### src/rtl/tdd_seq_pkg.sv
// Shared types for the TDD mode sequencer: state encoding and switch set.
package tdd_seq_pkg;

    typedef enum logic [1:0] {
        ST_TX  = 2'd0,
        ST_RX  = 2'd1,
        ST_GAP = 2'd2
    } seq_state_e;

    typedef struct packed {
        logic ctap_sup;
        logic lna_sup;
        logic pa_gnd;
        logic gate_pu;
        logic gate_bias;
        logic drv_hold;
    } sw_cfg_t;

    localparam sw_cfg_t SW_GAP = '{ctap_sup: 1'b0, lna_sup: 1'b0, pa_gnd: 1'b0,
                                   gate_pu: 1'b0, gate_bias: 1'b0, drv_hold: 1'b1};

endpackage

### src/rtl/tdd_seq_fsm.sv
// Mode state machine with dead-time counter.
// Holds the steady mode, or a gap with its target and elapsed count.
// Assumes dead_cycles is stable while a gap runs; a value of 0 acts as 1.
module tdd_seq_fsm
    import tdd_seq_pkg::*;
#(
    parameter int DEAD_W = 4
) (
    input  logic              clk,
    input  logic              rst_n,
    input  logic              mode_req,
    input  logic [DEAD_W-1:0] dead_cycles,
    output seq_state_e        st_nxt
);
    localparam logic [DEAD_W-1:0] CNT_ONE = 1;
    localparam logic [DEAD_W:0]   EXT_ONE = 1;

    seq_state_e        st;
    logic              tgt, tgt_nxt;
    logic [DEAD_W-1:0] cnt, cnt_nxt, eff_dead;
    logic              gap_done;

    // Next-state, target and counter decision.
    always_comb begin
        eff_dead = (dead_cycles == '0) ? CNT_ONE : dead_cycles;
        gap_done = ({1'b0, cnt} + EXT_ONE) >= {1'b0, eff_dead};
        st_nxt   = st;
        tgt_nxt  = tgt;
        cnt_nxt  = cnt;
        case (st)
            ST_TX: if (mode_req) begin
                st_nxt  = ST_GAP;
                tgt_nxt = 1'b1;
                cnt_nxt = '0;
            end
            ST_RX: if (!mode_req) begin
                st_nxt  = ST_GAP;
                tgt_nxt = 1'b0;
                cnt_nxt = '0;
            end
            default: begin
                if (gap_done) st_nxt = tgt ? ST_RX : ST_TX;
                else          cnt_nxt = cnt + CNT_ONE;
            end
        endcase
    end

    // State registers; reset parks in a gap aimed at transmit.
    always_ff @(posedge clk) begin
        if (!rst_n) begin
            st  <= ST_GAP;
            tgt <= 1'b0;
            cnt <= '0;
        end else begin
            st  <= st_nxt;
            tgt <= tgt_nxt;
            cnt <= cnt_nxt;
        end
    end

endmodule

### src/rtl/tdd_seq_decode.sv
// Maps a sequencer state to the full set of core controls.
// Purely combinational; the caller registers the result.
module tdd_seq_decode
    import tdd_seq_pkg::*;
#(
    parameter int               NCASC       = 4,
    parameter int               NSIDE       = 2,
    parameter int               NADJ        = 2,
    parameter logic [NCASC-1:0] RX_CASC_GND = 4'b0101
) (
    input  seq_state_e       st,
    output sw_cfg_t          sw,
    output logic [NCASC-1:0] casc_gnd,
    output logic [NSIDE-1:0] side_on,
    output logic [NADJ-1:0]  adj_off,
    output logic             busy,
    output logic             mode_rx
);
    logic is_rx, is_tx;

    // State flags and switch set per mode.
    always_comb begin
        is_rx   = (st == ST_RX);
        is_tx   = (st == ST_TX);
        busy    = !is_rx && !is_tx;
        mode_rx = is_rx;
        sw      = SW_GAP;
        if (is_tx) begin
            sw.ctap_sup = 1'b1;
            sw.pa_gnd   = 1'b1;
            sw.gate_pu  = 1'b1;
            sw.drv_hold = 1'b0;
        end else if (is_rx) begin
            sw.lna_sup   = 1'b1;
            sw.gate_bias = 1'b1;
        end
        side_on = {NSIDE{is_rx}};
        adj_off = {NADJ{is_rx}};
    end

    // Per-cell cascode role in receive mode.
    for (genvar i = 0; i < NCASC; i++) begin : g_casc
        assign casc_gnd[i] = is_rx && RX_CASC_GND[i];
    end

endmodule

### src/rtl/tdd_mode_seq.sv
// Break-before-make TX/RX sequencer for a shared PA/LNA core.
// Registers all controls from the next state so switches see clean levels.
// Assumes a synchronous active-low reset held for at least one edge.
module tdd_mode_seq
    import tdd_seq_pkg::*;
#(
    parameter int               DEAD_W      = 4,
    parameter int               NCASC       = 4,
    parameter int               NSIDE       = 2,
    parameter int               NADJ        = 2,
    parameter logic [NCASC-1:0] RX_CASC_GND = 4'b0101
) (
    input  logic              clk,
    input  logic              rst_n,
    input  logic              mode_req,
    input  logic [DEAD_W-1:0] dead_cycles,
    output logic              ctap_sup_en,
    output logic              lna_sup_en,
    output logic              pa_gnd_en,
    output logic              gate_pu_en,
    output logic              gate_bias_en,
    output logic              drv_hold,
    output logic [NCASC-1:0]  casc_gnd,
    output logic [NSIDE-1:0]  side_on,
    output logic [NADJ-1:0]   adj_off,
    output logic              mode_rx,
    output logic              busy
);
    seq_state_e       st_nxt;
    sw_cfg_t          sw_d, sw_q;
    logic [NCASC-1:0] casc_d, casc_q;
    logic [NSIDE-1:0] side_d, side_q;
    logic [NADJ-1:0]  adj_d, adj_q;
    logic             busy_d, busy_q, rx_d, rx_q;

    tdd_seq_fsm #(.DEAD_W(DEAD_W)) u_fsm (
        .clk         (clk),
        .rst_n       (rst_n),
        .mode_req    (mode_req),
        .dead_cycles (dead_cycles),
        .st_nxt      (st_nxt)
    );

    tdd_seq_decode #(
        .NCASC(NCASC), .NSIDE(NSIDE), .NADJ(NADJ), .RX_CASC_GND(RX_CASC_GND)
    ) u_dec (
        .st       (st_nxt),
        .sw       (sw_d),
        .casc_gnd (casc_d),
        .side_on  (side_d),
        .adj_off  (adj_d),
        .busy     (busy_d),
        .mode_rx  (rx_d)
    );

    // Output registers; reset loads the gap configuration.
    always_ff @(posedge clk) begin
        if (!rst_n) begin
            sw_q   <= SW_GAP;
            casc_q <= '0;
            side_q <= '0;
            adj_q  <= '0;
            busy_q <= 1'b1;
            rx_q   <= 1'b0;
        end else begin
            sw_q   <= sw_d;
            casc_q <= casc_d;
            side_q <= side_d;
            adj_q  <= adj_d;
            busy_q <= busy_d;
            rx_q   <= rx_d;
        end
    end

    assign ctap_sup_en  = sw_q.ctap_sup;
    assign lna_sup_en   = sw_q.lna_sup;
    assign pa_gnd_en    = sw_q.pa_gnd;
    assign gate_pu_en   = sw_q.gate_pu;
    assign gate_bias_en = sw_q.gate_bias;
    assign drv_hold     = sw_q.drv_hold;
    assign casc_gnd     = casc_q;
    assign side_on      = side_q;
    assign adj_off      = adj_q;
    assign busy         = busy_q;
    assign mode_rx      = rx_q;

endmodule

### config.mk
export PLATFORM = sky130hd
export DESIGN_NAME = tdd_mode_seq
export DESIGN_NICKNAME = d
export VERILOG_FILES = /design/src/rtl/tdd_seq_pkg.sv /design/src/rtl/tdd_seq_fsm.sv /design/src/rtl/tdd_seq_decode.sv /design/src/rtl/tdd_mode_seq.sv
export SDC_FILE = /design/constraint.sdc
export NUM_CORES = 1
export LEC_CHECK = 0
export ABC_CLOCK_PERIOD_IN_PS = 4000
export BUFFER_PORTS_ARGS = -buffer_cell sky130_fd_sc_hd__buf_2
export CAP_MARGIN = 15
export CORE_MARGIN = 8
export CORE_UTILIZATION = 52
export CTS_CLUSTER_DIAMETER = 120
export DETAILED_ROUTE_END_ITERATION = 6
export PLACE_DENSITY = 0.81
export RECOVER_POWER = 100
export SLEW_MARGIN = 15
export SYNTH_ARGS = -nofsm -noshare
export SYNTH_HDL_FRONTEND = slang
export SYNTH_SLANG_ARGS = --single-unit
export TNS_END_PERCENT = 20
### constraint.sdc
create_clock -name clk -period 4 [get_ports clk]
set_clock_uncertainty 0.2 [all_clocks]
set_input_delay 0.8 -clock clk [delete_from_list [all_inputs] [get_ports clk]]
set_output_delay 0.8 -clock clk [all_outputs]
set_load 0.05 [all_outputs]
## Word-level counts from Yosys, hierarchy flattened

Cells that the tools add are included.

- Register bits: 17
- Input bits: 7
- Output and inout port bits: 16
- Word-level logic and storage cells: 48

- Add/sub/neg operators: 2
- Magnitude comparators: 1
- Equal/unequal tests: 5
- Muxes and demuxes: 17
- Bitwise logic cells: 1
- Reductions and logical operators: 10

Operators by type and width:

| operator | count |
|---|---|
| 4-bit two-way mux | 4 |
| 2-bit two-way mux | 4 |
| 4-bit case mux with 2 select lines | 1 |
| 1-bit two-way mux | 6 |
| 3-bit AND reduction | 2 |
| 4-bit by 1-bit adder with 5-bit output (second input constant) | 1 |
| 5-bit by 4-bit >= comparator with 1-bit output | 1 |
| 4-bit by 1-bit adder with 4-bit output (second input constant) | 1 |
| 2-bit by 1-bit equality test with 1-bit output (second input constant) | 2 |
| 2-bit zero test | 2 |
| 4-bit zero test | 1 |
| 2-bit != test (second input constant) | 2 |
| 2-bit case mux with 2 select lines | 1 |
| 3-bit != test (second input constant) | 1 |
| 1-bit zero test | 2 |
| 1-bit case mux with 2 select lines | 1 |
| 2-bit nonzero test | 1 |
| 2-bit OR reduction | 1 |
| 1-bit logical AND | 1 |
| 1-bit NOT | 1 |

## Longest topological paths before layout

- Depth after elaboration: 8
- Depth in mapped cells: 8
- Mapped depth without buffers: 8

## Cells and area by module

A second synthesis with hierarchy kept.

- Cells, all modules: 105
- Area total of the unflattened synthesis: 1023.5 um^2

Modules (own cells, without submodules):

| module | times used | cells each | area an instance (um^2) | sequential area each (um^2) |
|---|---|---|---|---|
| tdd_seq_fsm | 1 | 54 | 457.9 | 140.1 |
| tdd_mode_seq | 1 | 33 | 444.2 | 320.3 |
| tdd_seq_decode | 1 | 18 | 121.4 | 0.0 |

## Worst setup path before layout

OpenSTA, ideal clock, no wires.

- Path type: in2reg
- Start: input port dead_cycles[2]
- End: register sw_q, in the netlist pa_gnd_en
- Library setup time: 0.115 ns
- Data arrival time: 2.185 ns
- Data required time: 3.685 ns
- Path slack: 1.501 ns
- Stages on the path: 8
- Buffers on the path: 0
- Cells stage by stage: inv_1 > a31o_2 > ha_1 > nand2b_4 > a211oi_4 > o21ai_2 > and3b_1 > o21a_1

- Cells in the longest elaborated chain, start to end: 7

RTL lines:

| element | line | text |
|---|---|---|
| start: declaration | tdd_mode_seq.sv:16 | `input logic [DEAD_W-1:0] dead_cycles,` |
| 4-bit zero test | tdd_seq_fsm.sv:25 | `eff_dead = (dead_cycles == '0) ? CNT_ONE : dead_cycles;` |
| 4-bit two-way mux * | tdd_seq_fsm.sv:25 |  |
| 5-bit by 4-bit >= comparator with 1-bit output * | tdd_seq_fsm.sv:26 | `gap_done = ({1'b0, cnt} + EXT_ONE) >= {1'b0, eff_dead};` |
| 2-bit two-way mux * | tdd_seq_fsm.sv:42 | `if (gap_done) st_nxt = tgt ? ST_RX : ST_TX;` |
| 2-bit case mux with 2 select lines * | tdd_seq_fsm.sv:30 | `case (st)` |
| 2-bit zero test * | tdd_seq_decode.sv:24 | `is_tx = (st == ST_TX);` |
| 2-bit two-way mux * | tdd_seq_decode.sv:28 | `if (is_tx) begin` |
| end signal: assignment | tdd_mode_seq.sv:66 | `sw_q <= sw_d;` |
| end: declaration | tdd_mode_seq.sv:30 | `sw_cfg_t sw_d, sw_q;` |

Every way passes the cells marked *; elsewhere a longest branch is shown, timed or not.
A chain may end at the register's enable or synchronous reset.

## Worst setup path after layout

- Start: input port dead_cycles[2]
- End: register u_fsm.cnt[2]

- Cells in the longest elaborated chain, start to end: 5

RTL lines:

| element | line | text |
|---|---|---|
| 4-bit zero test | tdd_seq_fsm.sv:25 |  |
| 4-bit two-way mux * | tdd_seq_fsm.sv:25 |  |
| 5-bit by 4-bit >= comparator with 1-bit output * | tdd_seq_fsm.sv:26 |  |
| 3-bit != test (no line) * | n/a |  |
| 3-bit AND reduction (no line) * | n/a |  |
| end signal: assignment | tdd_seq_fsm.sv:57 | `cnt <= cnt_nxt;` |
| end: declaration | tdd_seq_fsm.sv:20 | `logic [DEAD_W-1:0] cnt, cnt_nxt, eff_dead;` |

Marked as above.

==> metrics.yaml <==
cts.path.max_buffers: 2
yosysTopAreaCell: "dfxtp_1"
diodes: 0
arrival_ns: 2.51
synthCells: 77
critPathMaxFanout: 9
cts_resized: 0
met3_usage_pct: 5.32
drive_above_1_share_pct: 13.6
netlist_top_cells_area: "dfxtp_1, buf_4, ha_1"
clock_sinks: 12
grt_util_met2_pct: 17.0
setup_viol: 0
worstReg2RegEnd: "u_fsm.cnt[2]"
h-tree-depth: 1
cp_cell_sequence: "buf_2 -> inv_1 -> a31o_2 -> ha_1 -> nand2b_1 -> a211oi_1 -> o211ai_1 -> o211ai_2 -> o21ai_0"
relSlewSlack_pct: 54.5
floorplan.initialDensity_pct: 55.9
core-area_um2: 1300
grt_util_met1_pct: 10.2
grt_pass1_vias: 494
rsz0062_at_grt: "no"
crit_buf_inv: 2
worst-setup-path-type: "in -> reg"
vias: 547
top_level_ports: 23
design_area_um2: 722
synth.top_cell.area_share_pct: 33.0
postCtsSetupRepairBufs: 0
rows: 13
hold_depth: 2
nets: 102
cts_hold_buf: 0
ir_drop_mv: 0.325
first_pass_iters: 3
placed_cells: 100
wirelength_mm: 1.37
numCtsBuffers: 3
dieArea_um2: 2850
fmaxAchievable_mhz: 388
post-place-ws_ns: 1.32
routedWlPerCell_um: 13.3
grt_usage_pct: 10.1
whs_ns: 0.293
worst_slack_ns: 1.42
crit_path_end_kind: "flip-flop"
r2r_cells: 7
n_fill_cell: 149
clkTransAtPathRegs_ns: 0.06
power_leakage_nw: 0.290
fp.dieW_um: 53.4
dr.first_iter.drc_count: 9
crit_required_ns: 3.93
maxSlewViolCount: 0
drtAntennaViolNets: 0
ys_types: 30
cpLargestDelayFamily: "compound AO/OA/AOI/OAI gates"
hold_viol_final: 0
netlist_area_um2: 727
grt_pass1_wl_mm: 2.15
final_cells: 103
hold_start: "u_fsm.cnt[1]"
gp_congestion: 0.788
crit_path_top_delay_cell: "o211ai_1"
dp_hpwl_mm: 1.12
min_period_ns: 2.58
cts_tree: "done"
power_density_nw_per_um2: 656
tightest_slew_ns: 0.679
drc: 0
outcome: "finished clean"
startpoint_type: "input port"
overflow: 0
antenna_found_initial: 0
area_delta_synth_final_pct: -0.688
die_y_um: 53.4
root_buffer: "clkbuf_4"
reg2reg_from: "u_fsm.cnt[0]"
period_share_pct: 64.5
tns_ns: 0
insertion_delay_ns: 0.27
finalCoreUtilization_pct: 55.5
max_cap_violations: 0
hold_end: "u_fsm.cnt[1]"
busiest_layer: "met2"
slowest_delay_ns: 0.34
placedInstanceArea_um2: 747
yosys_register_bits: 12
via_per_inst: 5.31
portBuffers: 20
r2r_slack_ns: 1.71
grt_max_degree: 14
fin_total_pwr_uw: 474
avgSynthCellArea_um2: 9.44
hold_class: "reg -> reg"
yosysWarnings: 0
seq_area_frac_synth_pct: 33.0
[worst max-delay path by stage]
stage                              end  cells after the start            from
after CTS                 u_fsm.cnt[2]                      9  dead_cycles[2]
after global placement    u_fsm.cnt[2]                      9  dead_cycles[2]
after detailed placement  u_fsm.cnt[2]                      9  dead_cycles[2]
after floorplan              pa_gnd_en                      8  dead_cycles[2]
after global routing      u_fsm.cnt[2]                      9  dead_cycles[3]
final                     u_fsm.cnt[2]                      9  dead_cycles[2]
[worst min-delay path: stages, from the launching register on]
cell and delay, ns:
dfxtp_1 0.32, nand3_1 0.06, o21ai_0 0.06
[cell usage in the layout, fill, tap and decap left out]
cell / n
nand2_2: 1
o21a_1: 2
o211ai_2: 1
buf_2: 5
nor3_1: 1
nand4_1: 1
o22ai_1: 1
nand2_1: 4
o21ai_1: 2
conb_1: 2
nand3_1: 5
dfxtp_1: 12
clkbuf_1: 15
clkbuf_4: 3
and3b_1: 1
a31oi_4: 1
nor2b_1: 3
xor2_1: 1
nand2b_1: 1
xnor2_1: 2
ha_1: 5
nand3b_1: 1
and2_1: 1
a32oi_1: 1
inv_1: 5
nor2_1: 1
o211ai_1: 2
a211oi_1: 1
o21ai_0: 6
a31o_2: 1
[logic make-up after synthesis]
kind of cell / after synthesis / synth area share (%)
buffers and inverters: 18 / 16.7
and+or+nand+nor: 20 / 16.0
DFF: 12 / 33.0
AOI/OAI and AO/OA: 18 / 21.5
adders and majority gates: 5 / 8.61
other: 1 / 0.516
xor gates and xnor gates: 3 / 3.62
[area by class of cell]
class | instances | area, um^2 | share of cell area, %
flip-flops and latches | 12 | 240 | 33.3
inverters | 5 | 18.8 | 2.60
well taps | 15 | 18.8 | 2.60
clock buffers | 3 | 22.5 | 3.12
multi-input cells | 48 | 340 | 47.1
repair buffers | 20 | 81.3 | 11.3
[cell usage after synthesis (all sizes together)]
cell type	instances
a211oi	1
a31o	1
a31oi	1
a32oi	1
and2	1
and3b	1
buf	12
conb	1
dfxtp	12
dlymetal6s2s	1
ha	5
inv	5
nand2	5
nand2b	1
nand3	5
nand3b	1
nand4	1
nor2	1
nor2b	3
nor3	1
o211ai	3
o21a	2
o21ai	8
o22ai	1
xnor2	2
xor2	1
[power breakdown]
part / leakage, nW / internal [mW] / switching, mW
sequential: 0.0981 / 0.150 / 0.0305
clock: 0.0138 / 0.0348 / 0.0353
combinational: 0.179 / 0.0599 / 0.163
total: 0.290 / 0.245 / 0.228
[state kept, by name (all words and copies together) (netlist names)]
name / cells
busy: 1
drv_hold: 1
gate_bias_en: 1
mode_rx: 1
pa_gnd_en: 1
u_fsm.cnt: 4
u_fsm.st: 2
u_fsm.tgt: 1
[metal layers]
metal / vias to the layer above / wire [um]
met4: 0 / 5
li1: 275 / -
met1: 250 / 538
met5: - / 0
met3: 2 / 153
met2: 20 / 671
No activity file was read; power rests on OpenSTA's default activity.
